===== config.mk =====
export PLATFORM = sky130hd
export DESIGN_NAME = task_dispatch_unit
export DESIGN_NICKNAME = d
export VERILOG_FILES = /design/src/rtl/tdu_pkg.sv /design/src/rtl/tdu_cmd_fifo.sv /design/src/rtl/tdu_slot_timer.sv /design/src/rtl/tdu_worker_track.sv /design/src/rtl/task_dispatch_unit.sv
export SDC_FILE = /design/constraint.sdc
export NUM_CORES = 1
export LEC_CHECK = 0
export BUFFER_PORTS_ARGS = -buffer_cell sky130_fd_sc_hd__buf_2
export CAP_MARGIN = 0
export CORE_MARGIN = 3
export CORE_UTILIZATION = 60
export CTS_CLUSTER_SIZE = 40
export DETAILED_ROUTE_END_ITERATION = 8
export PLACE_DENSITY_LB_ADDON = 0.2
export SLEW_MARGIN = 20
export SYNTH_ARGS = -nofsm -noshare
export SYNTH_HDL_FRONTEND = slang
export SYNTH_SLANG_ARGS = --single-unit

===== constraint.sdc =====
create_clock -name clk_i -period 8.6 [get_ports clk_i]
set_input_delay 1.72 -clock clk_i [delete_from_list [all_inputs] [get_ports clk_i]]
set_output_delay 1.72 -clock clk_i [all_outputs]
set_load 0.005 [all_outputs]

===== src/rtl/tdu_pkg.sv =====
package tdu_pkg;
  typedef enum logic {
    KIND_VEC = 1'b0,
    KIND_SCL = 1'b1
  } task_kind_e;
endpackage


===== src/rtl/tdu_cmd_fifo.sv =====
module tdu_cmd_fifo #(
  parameter int DEPTH = 16,
  parameter int W     = 9,
  localparam int AW   = $clog2(DEPTH),
  localparam int CW   = $clog2(DEPTH + 1)
) (
  input  logic          clk_i,
  input  logic          rst_ni,
  input  logic          push_i,
  input  logic [W-1:0]  data_i,
  input  logic          pop_i,
  output logic [W-1:0]  data_o,
  output logic          empty_o,
  output logic          full_o,
  output logic [CW-1:0] count_o
);
  logic [W-1:0]  mem_q [DEPTH];
  logic [AW-1:0] wr_q, rd_q;
  logic [CW-1:0] cnt_q;

  function automatic logic [AW-1:0] nxt(input logic [AW-1:0] p);
    return (p == AW'(DEPTH - 1)) ? '0 : p + AW'(1);
  endfunction

  always_ff @(posedge clk_i) begin
    if (push_i) mem_q[wr_q] <= data_i;
  end

  always_ff @(posedge clk_i or negedge rst_ni) begin
    if (!rst_ni) begin
      wr_q  <= '0;
      rd_q  <= '0;
      cnt_q <= '0;
    end else begin
      if (push_i) wr_q <= nxt(wr_q);
      if (pop_i)  rd_q <= nxt(rd_q);
      if (push_i && !pop_i)      cnt_q <= cnt_q + CW'(1);
      else if (pop_i && !push_i) cnt_q <= cnt_q - CW'(1);
    end
  end

  assign data_o  = mem_q[rd_q];
  assign empty_o = (cnt_q == '0);
  assign full_o  = (cnt_q == CW'(DEPTH));
  assign count_o = cnt_q;
endmodule


===== src/rtl/tdu_slot_timer.sv =====
module tdu_slot_timer #(
  parameter int PERIOD = 20,
  localparam int CNT_W = (PERIOD > 1) ? $clog2(PERIOD) : 1
) (
  input  logic clk_i,
  input  logic rst_ni,
  input  logic pending_i,
  output logic attempt_o
);
  logic [CNT_W-1:0] cnt_q;

  assign attempt_o = pending_i && (cnt_q == CNT_W'(PERIOD - 1));

  always_ff @(posedge clk_i or negedge rst_ni) begin
    if (!rst_ni)                           cnt_q <= '0;
    else if (attempt_o)                    cnt_q <= '0;
    else if (cnt_q != CNT_W'(PERIOD - 1))  cnt_q <= cnt_q + CNT_W'(1);
  end
endmodule


===== src/rtl/tdu_worker_track.sv =====
module tdu_worker_track #(
  parameter int NW    = 9,
  parameter int ID_W  = 8,
  localparam int IX_W = $clog2(NW)
) (
  input  logic             clk_i,
  input  logic             rst_ni,
  input  logic [NW-1:0]    start_i,
  input  logic [NW*ID_W-1:0] sid_i,
  input  logic [NW-1:0]    done_i,
  output logic [NW-1:0]    avail_o,
  output logic             cmpl_valid_o,
  output logic [IX_W-1:0]  cmpl_idx_o,
  output logic [ID_W-1:0]  cmpl_id_o
);
  localparam logic [NW-1:0] ONE = NW'(1);

  logic [NW-1:0]   busy_q, pend_q, rep;
  logic [ID_W-1:0] id_q [NW];

  assign avail_o      = ~busy_q & ~pend_q;
  assign rep          = pend_q & (~pend_q + ONE);
  assign cmpl_valid_o = |pend_q;

  always_comb begin
    cmpl_idx_o = '0;
    cmpl_id_o  = '0;
    for (int w = NW - 1; w >= 0; w--) begin
      if (pend_q[w]) begin
        cmpl_idx_o = IX_W'(w);
        cmpl_id_o  = id_q[w];
      end
    end
  end

  for (genvar w = 0; w < NW; w++) begin : g_wk
    always_ff @(posedge clk_i or negedge rst_ni) begin
      if (!rst_ni) begin
        busy_q[w] <= 1'b0;
        pend_q[w] <= 1'b0;
        id_q[w]   <= '0;
      end else begin
        if (start_i[w]) begin
          busy_q[w] <= 1'b1;
          id_q[w]   <= sid_i[w*ID_W +: ID_W];
        end else if (done_i[w] && busy_q[w]) begin
          busy_q[w] <= 1'b0;
          pend_q[w] <= 1'b1;
        end
        if (rep[w]) pend_q[w] <= 1'b0;
      end
    end
  end
endmodule


===== src/rtl/task_dispatch_unit.sv =====
module task_dispatch_unit
  import tdu_pkg::*;
#(
  parameter int DEPTH      = 16,
  parameter int PERIOD     = 20,
  parameter int NUM_SCALAR = 8,
  parameter int NUM_NEIGH  = 2,
  parameter int ID_W       = 8,
  localparam int NW        = NUM_SCALAR + 1,
  localparam int IX_W      = $clog2(NW),
  localparam int CW        = $clog2(DEPTH + 1)
) (
  input  logic                      clk_i,
  input  logic                      rst_ni,
  input  logic                      req_valid_i,
  output logic                      req_ready_o,
  input  logic                      req_kind_i,
  input  logic [ID_W-1:0]           req_id_i,
  output logic                      vec_start_o,
  output logic [ID_W-1:0]           vec_id_o,
  input  logic                      vec_done_i,
  output logic [NUM_SCALAR-1:0]     sc_start_o,
  output logic [NUM_SCALAR*ID_W-1:0] sc_id_o,
  input  logic [NUM_SCALAR-1:0]     sc_done_i,
  output logic [NUM_NEIGH-1:0]      lend_req_o,
  output logic [ID_W-1:0]           lend_id_o,
  input  logic [NUM_NEIGH-1:0]      lend_ack_i,
  input  logic [NUM_NEIGH-1:0]      nb_req_i,
  input  logic [NUM_NEIGH*ID_W-1:0] nb_id_i,
  output logic [NUM_NEIGH-1:0]      nb_ack_o,
  output logic                      cmpl_valid_o,
  output logic [IX_W-1:0]           cmpl_worker_o,
  output logic [ID_W-1:0]           cmpl_id_o
);
  localparam logic [NUM_SCALAR-1:0] SC_ONE = NUM_SCALAR'(1);

  logic [ID_W:0]     head;
  logic              empty, full, attempt, pop, lent, want_lend;
  logic [CW-1:0]     fifo_cnt;
  logic [NW-1:0]     avail;
  logic [NUM_SCALAR-1:0] sc_avail, loc_mask, rem_left;
  logic              vec_avail, head_scl;
  logic [NUM_NEIGH-1:0][NUM_SCALAR-1:0] nb_mask;

  assign req_ready_o = !full;

  tdu_cmd_fifo #(.DEPTH(DEPTH), .W(ID_W + 1)) u_fifo (
    .clk_i, .rst_ni,
    .push_i (req_valid_i && !full),
    .data_i ({req_kind_i, req_id_i}),
    .pop_i  (pop),
    .data_o (head),
    .empty_o(empty),
    .full_o (full),
    .count_o(fifo_cnt)
  );

  tdu_slot_timer #(.PERIOD(PERIOD)) u_timer (
    .clk_i, .rst_ni,
    .pending_i(!empty),
    .attempt_o(attempt)
  );

  assign sc_avail  = avail[NUM_SCALAR-1:0];
  assign vec_avail = avail[NUM_SCALAR];
  assign head_scl  = (task_kind_e'(head[ID_W]) == KIND_SCL);

  // local dispatch of the head command
  assign vec_start_o = attempt && !head_scl && vec_avail;
  assign vec_id_o    = head[ID_W-1:0];
  assign loc_mask    = (attempt && head_scl) ? (sc_avail & (~sc_avail + SC_ONE)) : '0;
  assign want_lend   = attempt && head_scl && (sc_avail == '0);
  assign lend_id_o   = head[ID_W-1:0];

  // offer to neighbours in fixed order
  always_comb begin
    logic taken;
    taken = 1'b0;
    for (int n = 0; n < NUM_NEIGH; n++) begin
      lend_req_o[n] = want_lend && !taken;
      taken         = taken | lend_ack_i[n];
    end
    lent = want_lend && taken;
  end

  assign pop = vec_start_o || (loc_mask != '0) || lent;

  // neighbour offers use what local dispatch leaves
  always_comb begin
    logic [NUM_SCALAR-1:0] rem, pick;
    rem = sc_avail & ~loc_mask;
    for (int n = 0; n < NUM_NEIGH; n++) begin
      pick        = rem & (~rem + SC_ONE);
      nb_ack_o[n] = nb_req_i[n] && (rem != '0);
      nb_mask[n]  = nb_ack_o[n] ? pick : '0;
      rem         = rem & ~nb_mask[n];
    end
    rem_left = rem;
  end

  for (genvar s = 0; s < NUM_SCALAR; s++) begin : g_sc
    always_comb begin
      sc_start_o[s]              = loc_mask[s];
      sc_id_o[s*ID_W +: ID_W]    = loc_mask[s] ? head[ID_W-1:0] : '0;
      for (int n = 0; n < NUM_NEIGH; n++) begin
        if (nb_mask[n][s]) begin
          sc_start_o[s]           = 1'b1;
          sc_id_o[s*ID_W +: ID_W] = nb_id_i[n*ID_W +: ID_W];
        end
      end
    end
  end

  tdu_worker_track #(.NW(NW), .ID_W(ID_W)) u_track (
    .clk_i, .rst_ni,
    .start_i     ({vec_start_o, sc_start_o}),
    .sid_i       ({vec_id_o, sc_id_o}),
    .done_i      ({vec_done_i, sc_done_i}),
    .avail_o     (avail),
    .cmpl_valid_o(cmpl_valid_o),
    .cmpl_idx_o  (cmpl_worker_o),
    .cmpl_id_o   (cmpl_id_o)
  );
endmodule


* Word level (Yosys, flattened, before mapping)
Memory sizes are Yosys's and may differ from the RTL's. Cells that the tools add are included.
Storage, ports and cells: flip-flop bits (word level) 108, bits in latches 0, bits in writable memories 144, memory bits (read-only) 0, bits of input ports 41, output and inout bits 107, logic and storage cells 248, memories 1
Memories:
- u_fifo.mem_q | depth 16, bits a word 9, read ports 1, clocked after Yosys merged registers in 0, wr ports 1, RTL line tdu_cmd_fifo.sv:17 | logic [W-1:0] mem_q [DEPTH];
Operators by class: add/sub/neg operators 9, $mul 0, div/mod/pow operators 0, magnitude comparators 0, equality and inequality tests 14, shift-type cells 0, muxes and demuxes 114, bitwise gates (word level) 15, reduce and logical (&&, ||, !) cells 64
Operator list (count):
- 2-to-1 mux 8 bit | 36
- 2-to-1 mux 1 bit | 63
- 2-to-1 mux 4 bit | 11
- bitwise AND 8 bit | 5
- inverter 8 bit | 5
- nonzero test 2 bit | 20
- adder 8 x 1 -> 8 bit (second input constant) | 3
- nonzero test 8 bit | 3
- logical AND 1 bit | 21
- 2-to-1 mux 5 bit | 4
- bitwise AND 9 bit | 2
- inequality test 2 x 1 -> 1 bit (second input constant) | 9
- inverter 9 bit | 2
- AND reduction 2 bit | 9
- adder 5 x 1 -> 5 bit (second input constant) | 2
- equality test 5 bit (second input constant) | 2
- adder 9 x 1 -> 9 bit (second input constant) | 1
- OR reduction 9 bit | 1
- adder 4 x 1 -> 4 bit (second input constant) | 2
- equality test 4 bit (second input constant) | 2
- zero test 8 bit | 1
- zero test 1 bit | 6
- zero test 5 bit | 1
- inequality test 5 bit (second input constant) | 1
- other kinds (3) | 4

* Longest topological paths before layout
word-level depth 21, gate-level depth with buffers 20, gate-level depth less buffers 17

* Cells and area by module
Synthesis repeated with hierarchy kept, for this count alone.
Second synthesis, totals: cell total of the unflattened synthesis 1031, area total of the unflattened synthesis 12771.0 µm²
Modules (own cells, without submodules):
- tdu_cmd_fifo | times used 1, cells an instance 340, area each 6406.1 µm², sequential area each 4649.5 µm²
- tdu_worker_track | times used 1, cells an instance 328, area each 4048.9 µm², sequential area each 2252.2 µm²
- task_dispatch_unit | times used 1, cells an instance 343, area each 2065.7 µm², sequential area each 0.0 µm²
- tdu_slot_timer | times used 1, cells an instance 20, area each 250.2 µm², sequential area each 125.1 µm²

* Worst setup path before layout
OpenSTA, ideal clock, no wires.
kind input to output, start point input port nb_req_i[0], end point output port sc_id_o[56], arrival time 3332 ps, data required time 6880 ps, path slack 3548 ps, cell stages on the path 7, buffers on the path 1, path through clkbuf_1 o311ai_1 o211ai_1 a21boi_2 nand3_4 a311oi_4 a21o_1
On the way: word-level cells in the longest chain between the ends 9, elaborated cells between the ends (all ways) 12, classes of those cells 1 x add/sub; 4 x mux; 4 x bitwise; 3 x reduce/logical
RTL lines:
- from (decl) | RTL line task_dispatch_unit.sv:28 | input logic [NUM_NEIGH-1:0] nb_req_i,
- logical AND 1 bit * | RTL line task_dispatch_unit.sv:94 | nb_ack_o[n] = nb_req_i[n] && (rem != '0);
- 2-to-1 mux 8 bit * | RTL line task_dispatch_unit.sv:95 | nb_mask[n] = nb_ack_o[n] ? pick : '0;
- inverter 8 bit | RTL line task_dispatch_unit.sv:96 | rem = rem & ~nb_mask[n];
- bitwise AND 8 bit | RTL line task_dispatch_unit.sv:96
- inverter 8 bit | RTL line task_dispatch_unit.sv:93 | pick = rem & (~rem + SC_ONE);
- adder 8 x 1 -> 8 bit | RTL line task_dispatch_unit.sv:93
- bitwise AND 8 bit | RTL line task_dispatch_unit.sv:93
- 2-to-1 mux 8 bit | RTL line task_dispatch_unit.sv:95
- 2-to-1 mux 8 bit * | RTL line task_dispatch_unit.sv:106 | if (nb_mask[n][s]) begin
- to (decl) | RTL line task_dispatch_unit.sv:23 | output logic [NUM_SCALAR*ID_W-1:0] sc_id_o,
Mark *: on every way between the ends. The rest lies on a longest branch, timed or not.

* Final worst setup path
start point register u_fifo.rd_q[1], end point output port sc_start_o[3]
On the way: word-level cells in the longest chain between the ends 16, elaborated cells between the ends (all ways) 21, classes of those cells 2 x add/sub; 5 x mux; 8 x bitwise; 5 x reduce/logical; 1 x memory
RTL lines:
- from (decl) | RTL line tdu_cmd_fifo.sv:18 | logic [AW-1:0] wr_q, rd_q;
- from (signal assigned) | RTL line tdu_cmd_fifo.sv:36 | if (pop_i) rd_q <= nxt(rd_q);
- memory (16 x 9 bit) *
- logical AND 1 bit * | RTL line task_dispatch_unit.sv:71 | assign loc_mask = (attempt && head_scl) ? (sc_avail & (~sc_avail + SC_ONE)) : '0;
- 2-to-1 mux 8 bit * | RTL line task_dispatch_unit.sv:71
- inverter 8 bit | RTL line task_dispatch_unit.sv:91 | rem = sc_avail & ~loc_mask;
- bitwise AND 8 bit | RTL line task_dispatch_unit.sv:91
- inverter 8 bit | RTL line task_dispatch_unit.sv:93
- adder 8 x 1 -> 8 bit | RTL line task_dispatch_unit.sv:93
- bitwise AND 8 bit | RTL line task_dispatch_unit.sv:93
- 2-to-1 mux 8 bit | RTL line task_dispatch_unit.sv:95
- inverter 8 bit | RTL line task_dispatch_unit.sv:96
- bitwise AND 8 bit | RTL line task_dispatch_unit.sv:96
- inverter 8 bit | RTL line task_dispatch_unit.sv:93
- adder 8 x 1 -> 8 bit | RTL line task_dispatch_unit.sv:93
- bitwise AND 8 bit | RTL line task_dispatch_unit.sv:93
- 2-to-1 mux 8 bit | RTL line task_dispatch_unit.sv:95
- 2-to-1 mux 1 bit * | RTL line task_dispatch_unit.sv:106
- to (decl) | RTL line task_dispatch_unit.sv:22 | output logic [NUM_SCALAR-1:0] sc_start_o,
Marked as above.

==> impl_metrics.csv <==
group,metric,value,unit
logic_synthesis,syn_avg_cell_area,12.2,um2
setup_path,path_buf_inv,3,
flow_run,max-cap-violations,0,
timing,tightest_slew,1100,ps
drt,avgViaCountPerCell,6.52,
logic_synthesis,syn_area,12700,um2
worst_hold_path,hold_end,"u_track.id_q[46]",
global_route,grt_pass1_wl,52500,um
clock_tree,cts_inserted_buffers,26,
floorplanning,io_pins,148,
pwr,peakVddDrop,0.206,mV
global_route,track_usage,30.2,%
clock_tree,cts_resized,0,
timing,relSlewSlack,26.4,%
final_layout,final_common_cell,"buf_2",
timing,period_minus_slack,6840,ps
status,status,"finished, final reports clean",
final_layout,fill_cells,1475,
clock_tree,cts.reportedPaths.clkPinSlew,60,ps
global_route,gr-usage-met3,4.02,%
drt,wire_per_inst,23.8,um
final_layout,nNetsFinal,1212,
drt,vias,9441,
drt,finalWirelength,34500,um
clock_tree,cts-hold-fix-buffers,0,
setup_path,rr_startpoint,"u_fifo.rd_q[1]",
final_layout,drive_above_1_share,25.8,%
setup_path,critPathLaunch,"u_fifo.rd_q[1]",
clock_tree,insertion_delay,550,ps
worst_hold_path,whs_path_depth,1,
placement,port_buffers,147,
timing,hold_slack,474,ps
clock_tree,cts_root_buf,"clkbuf_16",
global_route,antenna_found_initial,0,
global_route,grt_max_degree,69,
timing,fin_tns_setup,0,ps
global_route,overflow,0,
clock_tree,cts_buffer_depth,3,
logic_synthesis,synth_ff_type,"edfxtp_1",
timing,grt_setup_unrepaired,"false",
final_layout,multi_input_area,5210,um2
timing,fmax,146,MHz
worst_hold_path,holdCritPathClass,"reg2reg",
logic_synthesis,seq_area_frac_synth,55.3,%
logic_synthesis,synth_edf_count,144,
global_route,grt_pass1_vias,9142,
clock_tree,cts_tree,"done",
drt,postRouteAntennaNets,0,
worst_hold_path,holdCritStartpoint,"u_track.id_q[46]",
drt,drt_iter0_drc,898,
placement,dp_hpwl,23800,um
clock_tree,htreeDepth,1,
floorplanning,floorplan.initialDensity,62.0,%
final_layout,antenna_cells,0,
timing,setup_viol,0,
timing,drv_slew,0,
setup_path,rr_worst_depth,17,
setup_path,cp.arrival,5120,ps
final_layout,syn2layout_area_growth,13.1,%
global_route,met1_usage,39.7,%
setup_path,worstPathCellList,"buf_4, mux2i_1, a22oi_1, and4_1, nor2_2, nor2_1, o21a_1, o2111ai_1, and2_1, inv_1, buf_2",
floorplanning,die_y,152,um
timing,finalCritPeriodShare,79.5,%
logic_synthesis,syn_inst,1045,
drt,drtPass1Iterations,6,
floorplanning,core_area,20500,um2
clock_tree,postCtsSetupRepairBufs,0,
setup_path,cp-end-kind,"output port",
global_route,use_met2,51.3,%
timing,fin_skew,21.0,ps
logic_synthesis,ys_types,86,
logic_synthesis,syn-num-nets,1097,
floorplanning,die_width,152,um
setup_path,crit_path_start_kind,"flip-flop",
setup_path,reg2reg_to,"u_fifo.count_o[4]",
pwr,powerDensity,343,nW/um2
clock_tree,cts.sinks,252,
placement,routabilityCongestion,0.941,
timing,hold_violations,0,
global_route,grt-busiest-layer,"met2",
logic_synthesis,synthArstFlopShare,42.9,%
logic_synthesis,yosys_warnings,0,
final_layout,final_cell_mix,"146 x buf_2, 144 x edfxtp_1, 107 x dfrtp_1",
setup_path,slowest_delay,970,ps
setup_path,cp.required,6880,ps
setup_path,cpMaxStageDelayCell,"dfrtp_1",
floorplanning,die-area,23000,um2
floorplanning,row_count,52,
logic_synthesis,ys_seq_elements,252,
setup_path,critPathKind,"reg2out",
pwr,power.leakage,6.21,nW
setup_path,r2r_slack,3100,ps
setup_path,cpLargestDelayFamily,"simple AND/OR/NAND/NOR gates",
drt,drc_errors,0,
final_layout,seq_area,7030,um2
setup_path,crit_fanout,21,
## per-stage QoR
stage,power [mW],cell area (um2),util [%],instances,setup slack (ps)
2_1_floorplan,3.19,12700,-,1045,3550
3_3_place_gp,3.81,13600,66.2,1402,2600
3_5_place_dp,3.85,13600,66.2,1402,2500
4_1_cts,4.92,14400,70.1,1449,1850
5_1_grt,5.20,14400,70.1,1449,1480
6_report,4.93,14400,70.1,1449,1760
## worst max path at each step
stage / slack (ps) / depth (start not counted) / endpoint
after floorplan: 3550 / 7 / sc_id_o[56]
after global placement: 2600 / 12 / sc_start_o[7]
after detailed placement: 2500 / 11 / sc_start_o[3]
after CTS: 1850 / 11 / sc_start_o[3]
after global routing: 1480 / 11 / sc_start_o[3]
final: 1760 / 11 / sc_start_o[3]
## final cells by class
class | instances | area share [%]
Tap cell | 270 | 2.35
Clock buffer | 35 | 4.83
Multi-Input combinational cell | 672 | 36.2
Clock inverter | 12 | 0.757
Inverter | 54 | 1.41
Timing Repair Buffer | 154 | 5.50
Sequential cell | 252 | 48.9
## synth_stat cells, types with 19 or more instances
| library cell | number | area share (%) |
|---|---|---|
| o21ai_0 | 72 | 2.8 |
| a21o_1 | 63 | 3.7 |
| clkbuf_1 | 43 | 1.3 |
| a21oi_1 | 41 | 1.6 |
| nand2_1 | 82 | 2.4 |
| dfrtp_1 | 108 | 21 |
| inv_1 | 54 | 1.6 |
| nor3_1 | 19 | 0.75 |
| mux4_2 | 41 | 7.3 |
| nor2_1 | 74 | 2.2 |
| a22oi_1 | 34 | 2.0 |
| edfxtp_1 | 144 | 34 |
## kinds of logic (layout without fill, tap and decap cells)
group | after synthesis | after routing | share of synthesized area (%)
muxes | 74 | 74 | 10.0
adders and majority gates | 12 | 12 | 1.22
AOI/OAI and AO/OA | 327 | 327 | 19.0
DFF | 252 | 252 | 55.3
buffers and inverters | 121 | 255 | 3.96
xor gates and xnor gates | 10 | 10 | 0.689
and+or+nand+nor | 249 | 249 | 9.83
## power breakdown
| group | leakage, nW | switching (mW) | internal (mW) |
|---|---|---|---|
| registers | 2.65 | 0.319 | 1.57 |
| clock network | 0.387 | 0.463 | 0.599 |
| logic | 3.17 | 1.17 | 0.808 |
## registers in the layout, summed over array words and instances (netlist names)
name / count
u_fifo.mem_q: 144
u_track.id_q: 72
u_track.busy_q: 9
u_track.pend_q: 9
u_fifo.count_o: 5
u_timer.cnt_q: 5
u_fifo.rd_q: 4
u_fifo.wr_q: 4
## routing by layer
metal	share of wire, %	vias up
met4	4.2	0
li1	-	4176
met5	0	-
met3	7.9	112
met2	50	524
met1	38	4629
Power figures use the tool's default switching activity.
